==> src/rtl/tpm_pkg.sv <==
package tpm_pkg;

    typedef enum logic {
        ST_IDLE = 1'b0,
        ST_RUN  = 1'b1
    } tpm_state_e;

    typedef enum logic [1:0] {
        WK_NONE = 2'd0,
        WK_DATA = 2'd1,
        WK_ZERO = 2'd2
    } tpm_wkind_e;

    // What the destination receives for one step.
    function automatic tpm_wkind_e tpm_write_kind(input logic dst_bit, input logic dst_zeroing);
        if (dst_bit)
            return WK_DATA;
        else if (dst_zeroing)
            return WK_ZERO;
        else
            return WK_NONE;
    endfunction

endpackage

==> src/rtl/tpm_scan.sv <==
// Finds the first position at or after 'from' whose mask bit is set,
// bounded by 'limit'. With skipping disabled the position is 'from'.
module tpm_scan #(
    parameter int MAX_VL = 16,
    parameter int IDX_W  = $clog2(MAX_VL + 1)
) (
    input  logic              clk,
    input  logic              rst,
    input  logic [MAX_VL-1:0] mask,
    input  logic [IDX_W-1:0]  from,
    input  logic [IDX_W-1:0]  limit,
    input  logic              skip_en,
    output logic [IDX_W-1:0]  pos,
    output logic              pbit
);

    always_comb begin
        pos = from;
        if (skip_en) begin
            pos = limit;
            for (int k = MAX_VL - 1; k >= 0; k--) begin
                if (IDX_W'(k) >= from && IDX_W'(k) < limit && mask[k])
                    pos = IDX_W'(k);
            end
        end
    end

    always_comb begin
        pbit = 1'b0;
        for (int k = 0; k < MAX_VL; k++) begin
            if (IDX_W'(k) == pos)
                pbit = mask[k];
        end
    end

    AST_SCAN_HIT: assert property (@(posedge clk) disable iff (rst)
        (skip_en && pos < limit) |-> pbit);
    AST_SCAN_LIMIT: assert property (@(posedge clk) disable iff (rst)
        (skip_en && from <= limit) |-> (pos <= limit && pos >= from));

endmodule

==> src/rtl/tpm_select.sv <==
// Decides the write kind and the write value for one step.
module tpm_select #(
    parameter int DW = 32
) (
    input  logic                 src_bit,
    input  logic                 dst_bit,
    input  logic                 src_zeroing,
    input  logic                 dst_zeroing,
    input  logic [DW-1:0]        rd_data,
    output tpm_pkg::tpm_wkind_e  kind,
    output logic [DW-1:0]        data
);
    import tpm_pkg::*;

    logic src_blank;

    assign src_blank = src_zeroing && !src_bit;

    always_comb begin
        kind = tpm_write_kind(dst_bit, dst_zeroing);
        data = '0;
        if (kind == WK_DATA && !src_blank)
            data = rd_data;
    end

endmodule

==> src/rtl/tpm_move_engine.sv <==
module tpm_move_engine #(
    parameter int MAX_VL = 16,
    parameter int REG_AW = 5,
    parameter int DW     = 32,
    localparam int IDX_W = $clog2(MAX_VL + 1)
) (
    input  logic              clk,
    input  logic              rst,
    input  logic              start,
    input  logic [REG_AW-1:0] src_base,
    input  logic [REG_AW-1:0] dst_base,
    input  logic              src_vec,
    input  logic              dst_vec,
    input  logic [MAX_VL-1:0] src_mask,
    input  logic [MAX_VL-1:0] dst_mask,
    input  logic              src_zero,
    input  logic              dst_zero,
    input  logic [IDX_W-1:0]  vl,
    output logic              busy,
    output logic              done,
    output logic              rd_en,
    output logic [REG_AW-1:0] rd_addr,
    input  logic [DW-1:0]     rd_data,
    output logic              wr_en,
    output logic [REG_AW-1:0] wr_addr,
    output logic [DW-1:0]     wr_data
);
    import tpm_pkg::*;

    localparam logic [IDX_W-1:0] VL_CAP = IDX_W'(MAX_VL);

    tpm_state_e        state_q;
    logic [IDX_W-1:0]  i_q, j_q, vl_q;
    logic [REG_AW-1:0] sbase_q, dbase_q;
    logic              svec_q, dvec_q, szero_q, dzero_q;
    logic [MAX_VL-1:0] smask_q, dmask_q;

    logic [IDX_W-1:0]  ii, jj;
    logic              ps, pd, run, fin, step;
    tpm_wkind_e        kind;
    logic [DW-1:0]     sel_data;

    tpm_scan #(.MAX_VL(MAX_VL), .IDX_W(IDX_W)) u_src_scan (
        .clk     (clk),
        .rst     (rst),
        .mask    (smask_q),
        .from    (i_q),
        .limit   (vl_q),
        .skip_en (svec_q && !szero_q),
        .pos     (ii),
        .pbit    (ps)
    );

    tpm_scan #(.MAX_VL(MAX_VL), .IDX_W(IDX_W)) u_dst_scan (
        .clk     (clk),
        .rst     (rst),
        .mask    (dmask_q),
        .from    (j_q),
        .limit   (vl_q),
        .skip_en (dvec_q && !dzero_q),
        .pos     (jj),
        .pbit    (pd)
    );

    tpm_select #(.DW(DW)) u_select (
        .src_bit     (ps),
        .dst_bit     (pd),
        .src_zeroing (szero_q),
        .dst_zeroing (dzero_q),
        .rd_data     (rd_data),
        .kind        (kind),
        .data        (sel_data)
    );

    assign run     = (state_q == ST_RUN);
    assign fin     = (ii >= vl_q) || (jj >= vl_q);
    assign step    = run && !fin;
    assign busy    = run;
    assign done    = run && (fin || !dvec_q);
    assign rd_en   = step;
    assign rd_addr = sbase_q + REG_AW'(ii);
    assign wr_en   = step && (kind != WK_NONE);
    assign wr_addr = dbase_q + REG_AW'(jj);
    assign wr_data = sel_data;

    always_ff @(posedge clk) begin
        if (rst) begin
            state_q <= ST_IDLE;
            i_q     <= '0;
            j_q     <= '0;
            vl_q    <= '0;
            sbase_q <= '0;
            dbase_q <= '0;
            svec_q  <= 1'b0;
            dvec_q  <= 1'b0;
            szero_q <= 1'b0;
            dzero_q <= 1'b0;
            smask_q <= '0;
            dmask_q <= '0;
        end else begin
            case (state_q)
                ST_IDLE: begin
                    if (start) begin
                        state_q <= ST_RUN;
                        i_q     <= '0;
                        j_q     <= '0;
                        vl_q    <= (vl > VL_CAP) ? VL_CAP : vl;
                        sbase_q <= src_base;
                        dbase_q <= dst_base;
                        svec_q  <= src_vec;
                        dvec_q  <= dst_vec;
                        szero_q <= src_zero;
                        dzero_q <= dst_zero;
                        smask_q <= src_mask;
                        dmask_q <= dst_mask;
                    end
                end
                default: begin
                    if (done) begin
                        state_q <= ST_IDLE;
                    end else begin
                        i_q <= svec_q ? ii + IDX_W'(1) : ii;
                        j_q <= jj + IDX_W'(1);
                    end
                end
            endcase
        end
    end

    AST_IDLE_QUIET: assert property (@(posedge clk) disable iff (rst)
        !busy |-> (!wr_en && !rd_en && !done));
    AST_DST_MASKED_ZERO: assert property (@(posedge clk) disable iff (rst)
        (wr_en && !pd) |-> (wr_data == '0 && dzero_q));
    AST_SRC_BLANK_ZERO: assert property (@(posedge clk) disable iff (rst)
        (wr_en && szero_q && !ps) |-> (wr_data == '0));
    AST_READ_IN_RANGE: assert property (@(posedge clk) disable iff (rst)
        rd_en |-> (ii < vl_q && jj < vl_q));
    AST_SCALAR_DST_ONE: assert property (@(posedge clk) disable iff (rst)
        (run && !dvec_q) |=> !busy);
    AST_DST_ADVANCES: assert property (@(posedge clk) disable iff (rst)
        (run && !done) |=> (busy && j_q > $past(j_q)));
    AST_SRC_SCALAR_HOLD: assert property (@(posedge clk) disable iff (rst)
        (run && !done && !svec_q) |=> (i_q == '0));
    AST_START_IGNORED: assert property (@(posedge clk) disable iff (rst)
        (run && !done && start) |=> $stable(vl_q) && $stable(dmask_q));

endmodule

==> config.mk <==
export PLATFORM = sky130hd
export DESIGN_NAME = tpm_move_engine
export DESIGN_NICKNAME = d
export VERILOG_FILES = /design/src/rtl/tpm_pkg.sv /design/src/rtl/tpm_scan.sv /design/src/rtl/tpm_select.sv /design/src/rtl/tpm_move_engine.sv
export SDC_FILE = /design/constraint.sdc
export NUM_CORES = 1
export LEC_CHECK = 0
export BUFFER_PORTS_ARGS = -buffer_cell sky130_fd_sc_hd__buf_2
export CORE_MARGIN = 2
export CORE_UTILIZATION = 50
export CTS_CLUSTER_DIAMETER = 100
export DETAILED_ROUTE_END_ITERATION = 7
export PLACE_DENSITY = 0.77
export SYNTH_ARGS = -nofsm -noshare
export SYNTH_HDL_FRONTEND = slang
export SYNTH_SLANG_ARGS = --single-unit
export TNS_END_PERCENT = 10
==> constraint.sdc <==
create_clock -name clk -period 8.6 [get_ports clk]
set_clock_uncertainty 0.1 [all_clocks]
set_input_delay 1.29 -clock clk [delete_from_list [all_inputs] [get_ports clk]]
set_output_delay 1.29 -clock clk [all_outputs]
set_load 0.03 [all_outputs]
* Word-level counts from Yosys, hierarchy flattened
Cells that the tools add are included.
Word-level totals: register bits after elaboration 62, input port bits 86, output and inout bits 46, logic and storage cells 264
Cells by class: add/sub/neg operators 4, $lt $le $gt $ge 51, equal/unequal tests 32, multiplexer cells 79, bitwise logic cells 1, reduce and logical (&&, ||, !) cells 85
Operators with widths (number):
- 5-bit 2-to-1 mux | 41
- 4-bit by 5-bit == test with 1-bit output, first input constant | 16
- 4-bit by 5-bit greater-or-equal comparator with 1-bit output, first input constant | 16
- 1-bit logical AND | 71
- 3-bit by 5-bit == test with 1-bit output, first input constant | 8
- 3-bit by 5-bit greater-or-equal comparator with 1-bit output, first input constant | 8
- 4-bit by 5-bit < comparator with 1-bit output, first input constant | 8
- 1-bit 2-to-1 mux | 35
- 32-bit 2-to-1 mux | 1
- 2-bit by 5-bit == test with 1-bit output, first input constant | 4
- 1-bit by 5-bit greater-or-equal comparator with 1-bit output, first input constant | 4
- 2-bit by 5-bit greater-or-equal comparator with 1-bit output, first input constant | 4
- 3-bit by 5-bit < comparator with 1-bit output, first input constant | 4
- 5-bit by 1-bit adder with 5-bit output, second input constant | 2
- 5-bit adder | 2
- 1-bit by 5-bit == test with 1-bit output, first input constant | 2
- 5-bit greater-or-equal comparator | 2
- 5-bit zero test | 2
- 1-bit by 5-bit < comparator with 1-bit output, first input constant | 2
- 2-bit by 5-bit < comparator with 1-bit output, first input constant | 2
- 1-bit zero test | 6
- 5-bit > comparator, second input constant | 1
- 2-bit 2-to-1 mux | 2
- 2-bit AND reduction | 2
- 5 further kinds | 7

* Logic depth before layout (Yosys ltp)
Gate-level depths: netlist (run 1).
depth after elaboration 42, mapped depth 21, depth with buffers taken out 18

* Modules after synthesis
From an unflattened synthesis (run 1), not the netlist that was laid out.
Unflattened totals: cell total of the unflattened synthesis 697, area total of the unflattened synthesis 5430.2 um^2
By module, submodules not included:
- tpm_move_engine | times used 1, cells an instance 350, area an instance 2899.0 um^2, sequential area each 1241.2 um^2
- tpm_scan | times used 2, cells an instance 153, area an instance 1126.1 um^2, sequential area each 0.0 um^2
- tpm_select | times used 1, cells an instance 41, area an instance 279.0 um^2, sequential area each 0.0 um^2

* Worst setup path after synthesis (run 1)
No wires, ideal clock.
kind reg2out, start reg vl_q[2], end out wr_en, arrival time 4519 ps, data required time 7210 ps, setup slack 2691 ps, stages on the path, launching flop included 18, path through dfxtp_1 buf_2 a21oi_1 nor4bb_1 a21oi_1 a31oi_1 a21oi_1 o21a_1 a311oi_1 inv_1 ha_1 nand2b_1 a21o_1 a21o_1 a21oi_1 o221ai_1 nor2_1 a21boi_0
Between the ends: elaborated cells between the ends (all ways) 154, classes of those cells order compare: 18; eq/ne: 15; mux: 51; reduce/logical: 70
RTL lines:
- from (decl) | line tpm_move_engine.sv:33 | logic [IDX_W-1:0] i_q, j_q, vl_q;
- from (signal assigned) | line tpm_move_engine.sv:107 | vl_q <= (vl > VL_CAP) ? VL_CAP : vl;
- 4-bit by 5-bit < comparator with 1-bit output | line tpm_scan.sv:22 | if (IDX_W'(k) >= from && IDX_W'(k) < limit && mask[k])
- 1-bit logical AND (2 in series) | line tpm_scan.sv:22
- 5-bit 2-to-1 mux (16 in series) | line tpm_scan.sv:22
- 5-bit 2-to-1 mux | line tpm_scan.sv:19 | if (skip_en) begin
- 5-bit greater-or-equal comparator | line tpm_move_engine.sv:76 | assign fin = (ii >= vl_q) || (jj >= vl_q);
- 1-bit logical OR * | line tpm_move_engine.sv:76
- 1-bit zero test * | line tpm_move_engine.sv:77 | assign step = run && !fin;
- 1-bit logical AND * | line tpm_move_engine.sv:77
- named net rd_en | line tpm_move_engine.sv:21 | output logic rd_en,
- 1-bit logical AND * | line tpm_move_engine.sv:82 | assign wr_en = step && (kind != WK_NONE);
- to (decl) | line tpm_move_engine.sv:24 | output logic wr_en,
The timed path passes the listed nets; every way through them passes the cells marked *.

* Final worst setup path (run 1)
start reg vl_q[3], end out wr_data[7]
Between the ends: word-level cells in the longest chain between the ends 42, elaborated cells between the ends (all ways) 185, classes of those cells order compare: 16; eq/ne: 31; mux: 68; reduce/logical: 70
RTL lines:
- parallel branches: the longest is 40 deep, another holds 4-bit by 5-bit < comparator with 1-bit output
- 1-bit logical AND * | line tpm_select.sv:22 | if (kind == WK_DATA && !src_blank)
- 32-bit 2-to-1 mux * | line tpm_select.sv:22
- to (decl) | line tpm_move_engine.sv:26 | output logic [DW-1:0] wr_data
Every way passes the cells marked *.

==> impl_metrics.ini, run 1 <==
[run_status]
status = finished, final reports clean

[cts]
ctsResizeCount = 0
clock-root-buffer = clkbuf_8
cts-hold-fix-buffers = 0
cts.clk_slew.worst_paths_ns = 0.07
cts-buffers-inserted = 9
cts_num_sinks = 62
cts-htree-levels = 3
clk_latency_ns = 0.35
cts_tree = yes
cts_setup_buffers = 0
cts_max_path_buffers = 2

[timing]
max_freq_mhz = 139
worst_slack_ns = 1.40
slew_violations = 0
hold_viol = 0
rsz0062_at_grt = no
fin_crit_sh_pct = 83.7
finalCriticalPeriod_ns = 7.20
worstMarginPinSlew_ns = 1.18
setup_violations = 0
tns_ns = 0
relSlewSlack_pct = 20.5

[finish]
n_fill_cell = 908
mostFrequentLayoutCell = nand2_1
final_cell_mix = nand2_1, buf_2, a21oi_1, dfxtp_1, and2_1
nNetsFinal = 885
area_growth_pct = 17.1
layout.cells.non_filler = 902
antenna_cells = 0
drive_above_1_share_pct = 21.2

[power]
power_leakage_nw = 2.56
seqPwrFrac_pct = 40.2
power.internal_w = 0.000537
sw_frac_of_total_pct = 32.7
powerDensity_mw_per_mm2 = 140
p_clk_share_pct = 34.9
p_sw_w = 0.000260
power_frac_comb_pct = 24.9
fin_total_pwr_w = 0.000797
ir_drop_v = 0.0000826

[synthesis]
ys.flop_type = dfxtp_1
syn_nets = 788
synthCells = 672
synth_warnings = 0
syn_avg_cell_area_um2 = 7.24
synth-async-reset-ratio_pct = 0
synth_top_cells_by_area = dfxtp_1, nand2_1, a21oi_1
syn_area_mm2 = 0.00486
ys_ff_latch = 62
synth_top_area_share_pct = 25.5
ys_seq_area_share_pct = 25.5
yosys.area.top_type = dfxtp_1
synth.distinct_cells = 73
synth_edf_count = 0

[detailed_routing]
first_pass_iters = 5
num_vias = 5298
drt-total-wl_um = 15000
routed_via_density = 5.87
ant_nets = 0
drtIter0Drc = 359
routedWlPerCell_um = 16.7
drc_errors = 0

[grt]
grt_pass1_vias = 4962
grt_pass1_wl_um = 23800
grt-ovfl-total = 0
antenna_found_initial = 0
grtUsageTotal_pct = 29.0
grt_max_degree = 65

[floorplanning]
ios = 132
rows = 35
die-area_mm2 = 0.0105
die_h_um = 103
die_w_um = 103
initial_core_util_pct = 52.2
core_mm2 = 0.00933

[job]
drv_cap = 0

[place]
place_ws_ns = 1.89
placed_cells = 887
place_congestion = 0.962
io_buffers = 131
place_hpwl_um = 11300

[worst_hold_path]
hold_path.class = reg -> reg

[worst_setup_path]
arrival_ns = 5.81
worstSetupPathType = reg -> out
critPathMaxFanout = 32
crit_path_end_kind = output port
start_kind = flip-flop
required_ns = 7.21
==> metrics by stage <==
step                utilization [%]  hold slack (ns)  instance area (um2)
CTS                            61.1            0.364                 5700
global placement               58.9            0.349                 5490
global route                   61.1            0.396                 5700
finish                         61.1            0.364                 5700
detailed placement             58.9            0.355                 5490
floorplan                         -            0.341                 4860
==> power by group through the flow <==
| stage | sequential, W | clock [W] | combinational, W |
|---|---|---|---|
| floorplan | 0.000317 | 0 | 0.000147 |
| global placement | 0.000326 | 0 | 0.000195 |
| detailed placement | 0.000326 | 0 | 0.000197 |
| CTS | 0.000320 | 0.000284 | 0.000198 |
| global route | 0.000322 | 0.000295 | 0.000218 |
| finish | 0.000320 | 0.000278 | 0.000199 |
==> worst max-delay path: stages (launching register included) <==
cell and delay [ns]:
dfxtp_1 0.71, a21oi_1 0.23, nor4bb_1 0.43, a21oi_1 0.08
a31oi_1 0.21, a21oi_1 0.10, o21a_1 0.18, a311oi_1 0.83
inv_1 0.21, ha_1 0.30, inv_1 0.13, nor2_1 0.05
a311oi_1 0.25, a21oi_1 0.07, o211a_1 0.12, a2111oi_0 0.37
a221oi_1 0.17, a41oi_4 0.58, and2_1 0.22, buf_2 0.19
==> metal layers <==
metal  routed length [um]  global-route usage [%]  vias to the layer above
met5                    0                       0                        -
met1                 6450                    37.9                     2445
met4                  244                    8.82                        0
li1                     -                       -                     2585
met2                 7230                    49.0                      244
met3                 1110                    4.75                       24
==> flip-flops by register name (all words and copies together) (netlist names) <==
name,cells
busy,1
dbase_q,5
dmask_q,16
dvec_q,1
dzero_q,1
i_q,5
j_q,5
sbase_q,5
smask_q,16
svec_q,1
szero_q,1
vl_q,5
==> final timing paths <==
path	depth (start not counted)	start	slack, ns	to
setup / recovery	19	vl_q[3]	1.40	wr_data[7]
hold / removal	2	sbase_q[3]	0.36	sbase_q[3]
setup reg to reg	17	vl_q[3]	2.92	i_q[3]
hold reg to reg	2	sbase_q[3]	0.36	sbase_q[3]
==> cell type report <==
class	count	area [um2]	share of cell area [%]
Clock buffer	10	128	2.24
Clock inverter	5	75.1	1.32
Inverter	21	78.8	1.38
Multi-Input combinational cell	544	3360	58.9
Sequential cell	62	1240	21.8
Tap cell	129	161	2.83
Timing Repair Buffer	131	656	11.5
==> cells in the mapped netlist (all sizes together), types with 6 or more instances <==
| master | n |
|---|---|
| a21o | 12 |
| nand2b | 11 |
| a31oi | 8 |
| and2 | 34 |
| nand4 | 8 |
| nor3 | 6 |
| nand3 | 21 |
| xnor2 | 8 |
| ha | 28 |
| buf | 11 |
| dfxtp | 62 |
| nand3b | 12 |
| a21oi | 92 |
| nand2 | 144 |
| clkbuf | 34 |
| nor2 | 29 |
| o211ai | 9 |
| inv | 21 |
| nor2b | 12 |
| o21ai | 17 |
==> cell families after synthesis <==
family                     synth area share [%]
adders and majority gates                  8.02
buffers and inverters                      5.71
AOI/OAI and AO/OA                          27.1
DFF                                        25.5
and+or+nand+nor                            31.0
muxes                                     0.643
xor gates and xnor gates                   1.98
No activity file was read; power rests on OpenSTA's default activity.
==> inputs of run 2 (changes only) <==
Clock period 8.6 ns to 7.5 ns, I/O delays scaled along.
==> run 2 against run 1 <==
First-iteration DRC count down 5.3%. Clock power rose by 19%. Flip-flop and latch count unchanged. Sequential power is 15% higher. Die area is the same. Hold slack is essentially flat. Power rose by 17%. Register-to-register slack worse by 0.77 ns. Clock-buffer cell count unchanged.
==> impl_metrics.ini, run 2 (synthesized netlist as in run 1, its figures left out) <==
[run_status]
status = finished, final reports clean

[worst_setup_path]
slowest_delay_ns = 0.71
slowest_stage = dfxtp_1
required_ns = 6.27
crit_buf_inv = 3
crit_path_end_kind = output port
arrival_ns = 5.76
critPathMaxFanout = 17
start_kind = flip-flop
cpLargestDelayFamily = compound AO/OA/AOI/OAI gates
worstSetupPathType = reg -> out
worstPathCellList = inv_1 > o31a_1 > or2_1 > a21oi_1 > o211ai_1 > a221oi_1 > inv_1 > ha_1 > and3_1 > ha_1 > a211o_1 > a2111oi_0 > a221oi_1 > a41oi_2 > and2_1 > buf_2

[worst_hold_path]
hold_path.class = reg -> reg

[job]
drv_cap = 0

[floorplanning]
ios = 132
die_h_um = 103
die-area_mm2 = 0.0105
core_mm2 = 0.00933
initial_core_util_pct = 52.2
rows = 35
die_w_um = 103

[cts]
cts_num_sinks = 62
cts.clk_slew.worst_paths_ns = 0.08
cts_setup_buffers = 0
cts_tree = yes
clock-root-buffer = clkbuf_8
cts-hold-fix-buffers = 0
ctsResizeCount = 0
cts-buffers-inserted = 9
clk_latency_ns = 0.37
cts_max_path_buffers = 2
cts-htree-levels = 3

[finish]
final_cell_mix = nand2_1, buf_2, a21oi_1, dfxtp_1, and2_1
multi_input_area_mm2 = 0.00338
nNetsFinal = 887
n_fill_cell = 917
drive_above_1_share_pct = 21.6
mostFrequentLayoutCell = nand2_1
reg.largest.list = dmask_q (16), smask_q (16)
utilization_pct = 61.5
layout.cells.non_filler = 906
ff_latch_area_mm2 = 0.00124
area_growth_pct = 18.0

[grt]
grt_pass1_vias = 4924
grtUsageTotal_pct = 29.3
antenna_found_initial = 1
grt-ovfl-total = 0
grt_max_degree = 65
grt_pass1_wl_um = 23900

[power]
seqPwrFrac_pct = 39.5
sw_frac_of_total_pct = 33.5
p_clk_share_pct = 35.6
power_leakage_nw = 2.57
power_frac_comb_pct = 24.9
ir_drop_v = 0.0000984
p_sw_w = 0.000312
power.internal_w = 0.000619
powerDensity_mw_per_mm2 = 162

[detailed_routing]
routed_via_density = 5.86
drtIter0Drc = 340
num_vias = 5311
drt-total-wl_um = 15500
routedWlPerCell_um = 17.1
drc_errors = 0
first_pass_iters = 5
ant_nets = 0

[place]
placed_cells = 888
io_buffers = 131
place_congestion = 0.965
place_hpwl_um = 11500

[timing]
rsz0062_at_grt = no
slew_violations = 0
relSlewSlack_pct = 19.6
fin_crit_sh_pct = 93.1
finalCriticalPeriod_ns = 6.98
hold_viol = 0
max_freq_mhz = 143
setup_violations = 0
worstMarginPinSlew_ns = 1.20
tns_ns = 0
## run 2: cell types whose count changed in the layout (fill, tap and decap cells not counted)
cell | previous run | this run
a311oi_1 | 4 | 3
a311oi_2 | 0 | 1
a41oi_2 | 1 | 2
buf_4 | 0 | 1
clkinv_2 | 3 | 2
clkinv_4 | 0 | 1
clkinvlp_4 | 0 | 1
diode_2 | 0 | 1
## run 2: final cells by class
| class | instances | share of cell area [%] |
|---|---|---|
| diodes | 1 | 0.0436 |
| clock buffers | 10 | 2.22 |
| clock inverters | 6 | 1.50 |
| inverters | 21 | 1.37 |
| multi-input cells | 545 | 58.9 |
| flip-flops and latches | 62 | 21.6 |
| well taps | 129 | 2.81 |
| repair buffers | 132 | 11.6 |
## run 2: power by group through the flow
stage                     combinational, W  clock (W)  sequential, W
after CTS                         0.000229   0.000334       0.000367
after detailed placement          0.000228          0       0.000374
after global placement            0.000223          0       0.000374
final                             0.000232   0.000332       0.000368
after global routing              0.000254   0.000351       0.000370
after floorplan                   0.000169          0       0.000364
## run 2: metrics by stage
| step | total power [W] | instance area (um2) | setup WS [ns] | hold WS (ns) |
|---|---|---|---|---|
| 3_5_place_dp | 0.000602 | 5500 | 1.00 | 0.352 |
| 4_1_cts | 0.000930 | 5710 | 0.555 | 0.365 |
| 3_3_place_gp | 0.000597 | 5500 | 1.22 | 0.349 |
| 6_report | 0.000931 | 5740 | 0.519 | 0.364 |
| 2_1_floorplan | 0.000533 | 4860 | 1.76 | 0.341 |
| 5_1_grt | 0.000974 | 5740 | 0.0279 | 0.375 |
## run 2: routing by layer
layer	routed length, um	global-route usage [%]	share of wire (%)	vias up
met4	385	9.64	2.5	0
met1	6570	37.7	42	2468
li1	-	-	-	2582
met3	1140	5.36	7.4	25
met5	0	0	0	-
met2	7390	49.5	48	236
## run 2: tightest hold or removal path, stage by stage (launching register included)
cell and delay (ns):
dfxtp_1 0.32, nand2_1 0.05, a21oi_1 0.05
## run 2: worst paths after layout
check / start / end / slack, ns / depth (start not counted)
max: vl_q[2] / wr_data[26] / 0.52 / 16
min: dbase_q[2] / dbase_q[2] / 0.36 / 2
max reg2reg: vl_q[3] / i_q[3] / 2.15 / 17
min reg2reg: dbase_q[2] / dbase_q[2] / 0.36 / 2
